<file path="src/rtl/aud_clkgen_pkg.sv">
package aud_clkgen_pkg;
  localparam int DIV_W = 8;
  localparam int WL_W  = 5;
  localparam int PER_W = WL_W + 1;

  typedef struct packed {
    logic [DIV_W-1:0] div;
    logic [PER_W-1:0] per;
    logic [PER_W-1:0] wid;
  } gen_cfg_t;

  // Frame period minus one: two words of (wlen_m1 + 1) bits.
  function automatic logic [PER_W-1:0] frame_per_m1(input logic [WL_W-1:0] wlen_m1);
    return {wlen_m1, 1'b1};
  endfunction

  // Sync width minus one: full word or one bit.
  function automatic logic [PER_W-1:0] sync_wid_m1(input logic [WL_W-1:0] wlen_m1,
                                                   input logic dsp);
    return dsp ? '0 : {1'b0, wlen_m1};
  endfunction
endpackage

</file>
<file path="src/rtl/aud_clkgen_div.sv">
module aud_clkgen_div #(
  parameter int DIV_W = 8
) (
  input  logic             clk,
  input  logic             rst_n,
  input  logic             clr,
  input  logic             cen,
  input  logic [DIV_W-1:0] div_sh,
  output logic [DIV_W-1:0] dcnt,
  output logic             tick,
  output logic             lvl
);
  logic [DIV_W-1:0] dcnt_q, dcnt_d;

  always_comb begin
    dcnt_d = dcnt_q;
    if (clr)
      dcnt_d = '0;
    else if (cen)
      dcnt_d = (dcnt_q == div_sh) ? '0 : dcnt_q + 1'b1;
  end

  always_ff @(posedge clk or negedge rst_n) begin
    if (!rst_n) dcnt_q <= '0;
    else        dcnt_q <= dcnt_d;
  end

  assign dcnt = dcnt_q;
  assign tick = cen && !clr && (dcnt_q == div_sh);
  // Divide-by-one forwards the source clock; otherwise high for the first half.
  assign lvl  = (div_sh == '0) ? clk : (dcnt_q <= (div_sh >> 1));
endmodule

</file>
<file path="src/rtl/aud_clkgen_frame.sv">
module aud_clkgen_frame #(
  parameter int PER_W = 6
) (
  input  logic             clk,
  input  logic             rst_n,
  input  logic             clr,
  input  logic             tick,
  input  logic [PER_W-1:0] per_sh,
  input  logic [PER_W-1:0] wid_sh,
  output logic [PER_W-1:0] bcnt,
  output logic             wrap,
  output logic             fs_act
);
  logic [PER_W-1:0] bcnt_q, bcnt_d;

  always_comb begin
    bcnt_d = bcnt_q;
    if (clr)
      bcnt_d = '0;
    else if (tick)
      bcnt_d = (bcnt_q == per_sh) ? '0 : bcnt_q + 1'b1;
  end

  always_ff @(posedge clk or negedge rst_n) begin
    if (!rst_n) bcnt_q <= '0;
    else        bcnt_q <= bcnt_d;
  end

  assign bcnt   = bcnt_q;
  assign wrap   = tick && (bcnt_q == per_sh);
  assign fs_act = (bcnt_q <= wid_sh);
endmodule

</file>
<file path="src/rtl/aud_clkgen_shadow.sv">
module aud_clkgen_shadow
  import aud_clkgen_pkg::*;
(
  input  logic     clk,
  input  logic     rst_n,
  input  logic     load,
  input  gen_cfg_t cfg_in,
  output gen_cfg_t cfg_sh
);
  gen_cfg_t cfg_q, cfg_d;

  always_comb begin
    cfg_d = cfg_q;
    if (load) cfg_d = cfg_in;
  end

  always_ff @(posedge clk or negedge rst_n) begin
    if (!rst_n) cfg_q <= '0;
    else        cfg_q <= cfg_d;
  end

  assign cfg_sh = cfg_q;
endmodule

</file>
<file path="src/rtl/aud_clkgen.sv">
module aud_clkgen
  import aud_clkgen_pkg::*;
(
  input  logic             clk_src,
  input  logic             rst_n,
  input  logic             gen_en,
  input  logic [DIV_W-1:0] div_m1,
  input  logic [WL_W-1:0]  wlen_m1,
  input  logic             fmt_dsp,
  input  logic             master,
  input  logic             bclk_inv,
  input  logic             fs_inv,
  input  logic             ext_bclk,
  input  logic             ext_fs,
  output logic             bclk_o,
  output logic             fs_o,
  output logic             bclk_oe,
  output logic             fs_oe
);
  logic             run_q, run_d;
  logic             tick, wrap, fs_act, bclk_lvl, load;
  logic [DIV_W-1:0] dcnt;
  logic [PER_W-1:0] bcnt;
  gen_cfg_t         cfg_in, cfg_sh;

  always_comb run_d = gen_en;

  always_ff @(posedge clk_src or negedge rst_n) begin
    if (!rst_n) run_q <= 1'b0;
    else        run_q <= run_d;
  end

  always_comb begin
    cfg_in.div = div_m1;
    cfg_in.per = frame_per_m1(wlen_m1);
    cfg_in.wid = sync_wid_m1(wlen_m1, fmt_dsp);
  end

  // Shadows follow the inputs while idle and refresh at each frame boundary.
  assign load = !run_q || wrap;

  aud_clkgen_shadow u_shadow (
    .clk    (clk_src),
    .rst_n  (rst_n),
    .load   (load),
    .cfg_in (cfg_in),
    .cfg_sh (cfg_sh)
  );

  aud_clkgen_div #(.DIV_W(DIV_W)) u_div (
    .clk    (clk_src),
    .rst_n  (rst_n),
    .clr    (!gen_en),
    .cen    (run_q),
    .div_sh (cfg_sh.div),
    .dcnt   (dcnt),
    .tick   (tick),
    .lvl    (bclk_lvl)
  );

  aud_clkgen_frame #(.PER_W(PER_W)) u_frame (
    .clk    (clk_src),
    .rst_n  (rst_n),
    .clr    (!gen_en),
    .tick   (tick),
    .per_sh (cfg_sh.per),
    .wid_sh (cfg_sh.wid),
    .bcnt   (bcnt),
    .wrap   (wrap),
    .fs_act (fs_act)
  );

  always_comb begin
    bclk_oe = master;
    fs_oe   = master;
    if (master) begin
      bclk_o = (run_q & bclk_lvl) ^ bclk_inv;
      fs_o   = ~((run_q & fs_act) ^ fs_inv);
    end else begin
      bclk_o = ext_bclk;
      fs_o   = ext_fs;
    end
  end
endmodule

</file>
<file path="config.mk">
export PLATFORM = sky130hd
export DESIGN_NAME = aud_clkgen
export DESIGN_NICKNAME = d
export VERILOG_FILES = /design/src/rtl/aud_clkgen_pkg.sv /design/src/rtl/aud_clkgen_div.sv /design/src/rtl/aud_clkgen_frame.sv /design/src/rtl/aud_clkgen_shadow.sv /design/src/rtl/aud_clkgen.sv
export SDC_FILE = /design/constraint.sdc
export NUM_CORES = 1
export LEC_CHECK = 0
export ABC_CLOCK_PERIOD_IN_PS = 5400
export BUFFER_PORTS_ARGS = -buffer_cell sky130_fd_sc_hd__buf_2
export CAP_MARGIN = 25
export CORE_MARGIN = 5
export CORE_UTILIZATION = 40
export DETAILED_ROUTE_END_ITERATION = 12
export PLACE_DENSITY_LB_ADDON = 0.25
export SETUP_SLACK_MARGIN = 0.3
export SKIP_LAST_GASP = 1
export SLEW_MARGIN = 0
export SYNTH_ARGS = -nofsm -noshare
export SYNTH_HDL_FRONTEND = slang
export SYNTH_SLANG_ARGS = --single-unit
</file>
<file path="constraint.sdc">
create_clock -name clk_src -period 5.4 [get_ports clk_src]
set_clock_uncertainty 0.05 [all_clocks]
set_input_delay 0.81 -clock clk_src [delete_from_list [all_inputs] [get_ports clk_src]]
set_output_delay 0.81 -clock clk_src [all_outputs]
set_load 0.01 [all_outputs]
</file>
==> results of run 1 <==
## through the flow
step	instance area, µm²	setup slack (ns)	hold WS (ns)	total power, mW	utilization
after floorplan	2110	1.27	0.410	0.358	-
after global placement	2280	1.21	0.427	0.389	0.447
after detailed placement	2280	1.21	0.427	0.390	0.447
after CTS	2500	0.349	0.442	0.704	0.489
after global routing	2500	0.337	0.472	0.730	0.489
final	2500	0.400	0.435	0.694	0.489
## synth_stat cells (4+ instances only)
cell type	count
dfrtp_1	34
inv_1	17
ha_1	14
nand3_1	14
xor2_1	14
nand2_1	13
mux2_2	10
a21oi_1	7
nor2_1	7
o21ai_0	6
a31oi_1	5
mux2_4	5
nor2b_1	5
mux2i_1	4
nand2b_1	4
o211ai_1	4
## kinds of logic after synthesis
group / share of synthesized area
flip-flops: 0.402
multiplexers: 0.108
XOR/XNOR: 0.0704
buffers and inverters: 0.0521
AO/OA/AOI/OAI: 0.117
AND/OR/NAND/NOR: 0.167
adder cells (fa/ha/maj): 0.0828
## per-layer routing
metal,track usage,up-vias
met4,0.0997,0
met3,0.0672,11
met5,0,-
met2,0.183,55
met1,0.217,739
li1,-,804
## power by group through the flow
stage / Sequential [mW] / Combinational, mW / Clock (mW)
CTS: 0.292 / 0.0925 / 0.320
global route: 0.295 / 0.103 / 0.332
detailed placement: 0.297 / 0.0905 / 0.00234
floorplan: 0.290 / 0.0664 / 0.00179
finish: 0.292 / 0.0912 / 0.311
global placement: 0.296 / 0.0899 / 0.00234
## flip-flops by register name, summed over array words and instances (netlist names)
| signal | flops |
|---|---|
| u_div.dcnt | 8 |
| u_shadow.cfg_sh | 19 |
| run_q | 1 |
| u_frame.bcnt | 6 |
## area by class of cell
class	instances	area, µm²
multi-input cells	147	1170
repair buffers	24	120
fillers	470	2610
well taps	70	87.6
flip-flops and latches	34	851
clock buffers	18	209
inverters	17	63.8
## final timing paths
path / to / slack (ns) / cells after the start
worst max-delay path: bclk_o / 0.40 / 12
worst min register to register: u_shadow.cfg_sh[6] / 0.44 / 1
max in group asynchronous: u_div.dcnt[3] / 4.34 / 1
min in group clk_src: u_shadow.cfg_sh[6] / 0.44 / 1
worst min-delay path: u_div.dcnt[2] / 0.44 / 1
worst max register to register: u_shadow.cfg_sh[14] / 2.81 / 5
==> results.json, run 1 <==
{
  "ant_nets": 0,
  "critPathSlowestCell": "o31ai_4",
  "regToRegStartpoint": "u_div.dcnt[6]",
  "startpoint": "clk_src",
  "worstSetupStartpointType": "clock port",
  "synth.distinct_cells": 41,
  "p_leak_nw": 1.21,
  "m1WireLength_mm": 2.38,
  "hp-class": "in2async",
  "wl_per_cell_um": 14.6,
  "ios": 26,
  "layout_common_cells": "dfrtp_1 (34), buf_2 (25), inv_1 (17)",
  "crit_buf_inv": 8,
  "synthCells": 204,
  "tightestPinTransition_ns": 0.853,
  "ys_seq_area_frac": 0.402,
  "start_util": 0.414,
  "placedCellCount": 293,
  "grt_max_degree": 35,
  "core_area_um2": 5110,
  "drt_pre_antenna_iters": 4,
  "die_h_um": 82.7,
  "post_cts_buffers": 0,
  "post-route-drc-count": 0,
  "grt_pass1_wl_mm": 7.42,
  "syn_nets": 240,
  "worstPathArrival_ns": 4.14,
  "slew_headroom": 0.431,
  "comb_power_share": 0.131,
  "top_layer": "met4",
  "crit_path_max_incr_delay_ns": 0.17,
  "sw_frac_of_total": 0.275,
  "setup_violations": 0,
  "rows": 26,
  "ys_ff_latch": 34,
  "crit_type": "clk2out",
  "antenna_found_initial": 0,
  "fin_setup_tns_ns": 0,
  "cts-hold-fix-buffers": 0,
  "final_hold_viol_count": 0,
  "outcome": "finished, final reports clean",
  "synthArstFlopShare": 1.00,
  "yosysTopAreaCell": "dfrtp_1",
  "worstPathRequired_ns": 4.54,
  "ys_warn_count": 0,
  "overflow": 0,
  "crit_family": "buffers and inverters",
  "syn2layout_area_growth_pct": 18.2,
  "syn_area_um2": 2110,
  "cts_resized": 2,
  "crit_chain": "clkbuf_8 -> clkbuf_8 -> clkbuf_8 -> clkbuf_8 -> clkbuf_8 -> o31ai_4 -> clkbuf_8 -> clkbuf_8 -> and3_1 -> a21oi_1 -> nand3b_1 -> buf_2",
  "endpoint_kind": "output pin",
  "port_buffers": 25,
  "dieArea_um2": 6840,
  "path_max_fanout": 2,
  "synth_ff_type": "dfrtp_1",
  "power_frac_clock": 0.448,
  "vias_per_cell": 5.19,
  "die_w_um": 82.7,
  "p_per_area_nw_per_um2": 278,
  "drive_gt1_frac": 0.263,
  "synth_area_leaders": "dfrtp_1 (40%), ha_1 (8.3%), xor2_1 (5.8%)",
  "diodes": 0,
  "rsz0062_at_grt": "no",
  "drt_iter0_drc": 98,
  "clk_pin_slew_worst_paths_ns": 0.07,
  "wl_mm": 4.53,
  "layout.cells.non_filler": 310,
  "clk_latency_ns": 0.39,
  "place_congestion": 0.838,
  "cpMostUsedCell": "clkbuf_8",
  "vias": 1609,
  "irDropWorstVdd_v": 0.000119,
  "synth_edf_count": 0,
  "synth_top_cell_area_share": 0.402,
  "dpl.hpwl_mm": 3.05,
  "grt_usage": 0.154,
  "syn_area_per_cell_um2": 10.4,
  "nNetsFinal": 275,
  "p_int_mw": 0.504,
  "drv_slew": 0,
  "switchingPower_mw": 0.191,
  "layout_commonest_cell": "dfrtp_1",
  "dr_wl_met3_um": 293,
  "dr_wl_met2_mm": 1.75,
  "grt_pass1_vias": 1534,
  "maxCapViolCount": 0,
  "cts_tree": "built",
  "p_seq_frac": 0.420
}
No activity file was read; power rests on OpenSTA's default activity.
==> run 2, diff against run 1 <==
ABC_AREA = 1   (was not set)
==> run 2 against run 1 <==
  * Global-route usage down 0.67 points
  * Setup slack better by 0.18 ns
  * Register-to-register slack better by 0.52 ns
  * Critical endpoint unchanged
  * Final cell count up 30%
  * Cell area up 3.9%
  * First-iteration DRC count up 19%
  * Largest power group is now sequential cells
  * Largest cell class unchanged
  * Critical path type unchanged
  * Synthesized cell count up 47%
==> results.json, run 2 <==
{
  "nNetsFinal": 365,
  "final_hold_viol_count": 0,
  "layout.cells.non_filler": 403,
  "placedCellCount": 389,
  "power_mw": 0.621,
  "hold_depth": 1,
  "vias_per_cell": 4.71,
  "path_max_fanout": 9,
  "crit_path_max_incr_delay_ns": 0.16,
  "place_area_um2": 2430,
  "ios": 26,
  "p_per_area_nw_per_um2": 239,
  "worstSetupStartpointType": "clock port",
  "overflow": 0,
  "worst_hold_path.endpoint": "u_shadow.cfg_sh[6]",
  "syn_nets": 336,
  "synthArstFlopShare": 1.00,
  "syn2layout_area_growth_pct": 13.9,
  "drt_pre_antenna_iters": 4,
  "worstPathRequired_ns": 4.54,
  "synthCells": 300,
  "dp_slack_ns": 1.42,
  "crit_family": "buffers and inverters",
  "synth_top_cell_area_share": 0.373,
  "grt_usage": 0.147,
  "crit_type": "clk2out",
  "wl_per_cell_um": 11.7,
  "crit_chain": "clkbuf_8 -> clkbuf_8 -> clkbuf_8 -> clkbuf_8 -> inv_1 -> a21oi_1 -> clkbuf_8 -> clkbuf_8 -> nand2_1 -> nand2_1 -> nand3_1 -> nand2_1 -> buf_2",
  "syn_area_per_cell_um2": 7.59,
  "dieArea_um2": 7310,
  "ys_seq_area_frac": 0.373,
  "cts_resized": 0,
  "grt_pass1_vias": 1904,
  "grt_max_degree": 35,
  "layout_commonest_cell": "nand2_1",
  "finalInstanceArea_um2": 2600,
  "seq_area_um2": 851,
  "clk_pin_slew_worst_paths_ns": 0.07,
  "place_congestion": 0.848,
  "multiInputGateArea_um2": 1200,
  "drv_slew": 0,
  "synth.distinct_cells": 28,
  "cpMostUsedCell": "clkbuf_8",
  "diodes": 0,
  "clk_latency_ns": 0.29,
  "synth_ff_type": "dfrtp_1",
  "synth.most_common_cell": "nand2_1",
  "ant_nets": 0,
  "largest_register_ffs": 19,
  "post_cts_buffers": 0,
  "fin_setup_tns_ns": 0,
  "wl_mm": 4.73,
  "syn_area_um2": 2280,
  "post-route-drc-count": 0,
  "vias": 1897,
  "hold_start": "u_shadow.cfg_sh[6]",
  "start_util": 0.414,
  "antenna_found_initial": 0,
  "r2r_end": "u_shadow.cfg_sh[15]",
  "r2r_setup_slack_ns": 3.33,
  "synth_edf_count": 0,
  "die_w_um": 85.5,
  "yosys-top-cells-count": "nand2_1 (90), inv_1 (42), dfrtp_1 (34)",
  "regToRegStartpoint": "run_q",
  "synth_area_leaders": "dfrtp_1 (37%), nand2_1 (15%), ha_1 (7.7%)",
  "layout_setup_ws_ns": 0.583,
  "die_h_um": 85.5,
  "drive_gt1_frac": 0.166,
  "critPathSlowestCell": "clkbuf_8",
  "irDropWorstVdd_v": 0.000133,
  "reg2reg_depth": 6,
  "yosysTopAreaCell": "dfrtp_1",
  "ys_ff_latch": 34,
  "grt_pass1_wl_mm": 8.37,
  "crit_buf_inv": 8,
  "ys_warn_count": 0,
  "endpoint_kind": "output pin",
  "drt_iter0_drc": 117,
  "tightestPinTransition_ns": 0.899,
  "fill_cells": 557,
  "worstPathArrival_ns": 3.96,
  "p_leak_nw": 1.44,
  "setup_violations": 0,
  "core_area_um2": 5510,
  "rsz0062_at_grt": "no",
  "port_buffers": 25,
  "slew_headroom": 0.400,
  "cts_tree": "built",
  "cts-hold-fix-buffers": 0,
  "rows": 27,
  "dpl.hpwl_mm": 3.49,
  "layout_common_cells": "nand2_1 (90), inv_1 (42), dfrtp_1 (34), nand3_1 (29), buf_2 (25)",
  "outcome": "finished, final reports clean",
  "maxCapViolCount": 0,
  "hp-class": "reg2reg"
}
-- run 2: cell types whose count changed after synthesis, sizes merged, moves of 5 or more --
cell	delta
nor2	+21
nor2b	-5
mux2	-15
nand2	+81
buf	+5
a31oi	-5
nand3	+21
inv	+28
-- run 2: worst max-delay path by stage --
| stage | startpoint | endpoint | slack (ns) | depth (start not counted) |
|---|---|---|---|---|
| after CTS | clk_src | bclk_o | 0.53 | 13 |
| after global placement | clk_src | bclk_o | 1.42 | 7 |
| after global routing | clk_src | bclk_o | 0.46 | 13 |
| after detailed placement | clk_src | bclk_o | 1.42 | 7 |
| final | clk_src | bclk_o | 0.58 | 13 |
| after floorplan | clk_src | bclk_o | 1.50 | 5 |
-- run 2: kinds of logic after synthesis --
logic type,after synthesis,share of synthesized area
AND/OR/NAND/NOR,165,0.339
buffers and inverters,53,0.100
adder cells (fa/ha/maj),14,0.0769
flip-flops,34,0.373
AO/OA/AOI/OAI,15,0.0373
XOR/XNOR,19,0.0730
-- run 2: metal layers --
metal / global-route usage / vias to the layer above / wire, µm
li1: - / 990 / -
met1: 0.192 / 859 / 2410
met2: 0.212 / 38 / 2010
met3: 0.0408 / 10 / 216
met4: 0.0935 / 0 / 90
met5: 0 / - / 0
-- run 2: final cells by class --
type | instances | area share
well taps | 72 | 0.0347
multi-input cells | 213 | 0.462
inverters | 44 | 0.0636
clock inverters | 2 | 0.00289
clock buffers | 14 | 0.0631
repair buffers | 24 | 0.0463
flip-flops and latches | 34 | 0.328
-- run 2: power by group --
group	internal [mW]	switching, mW
Combinational	0.0363	0.0537
Clock	0.139	0.106
Sequential	0.269	0.0177
-- run 2: through the flow --
step	util	hold slack (ns)
6_report	0.471	0.445
5_1_grt	0.471	0.458
4_1_cts	0.471	0.450
3_5_place_dp	0.442	0.432
3_3_place_gp	0.442	0.426
2_1_floorplan	-	0.408
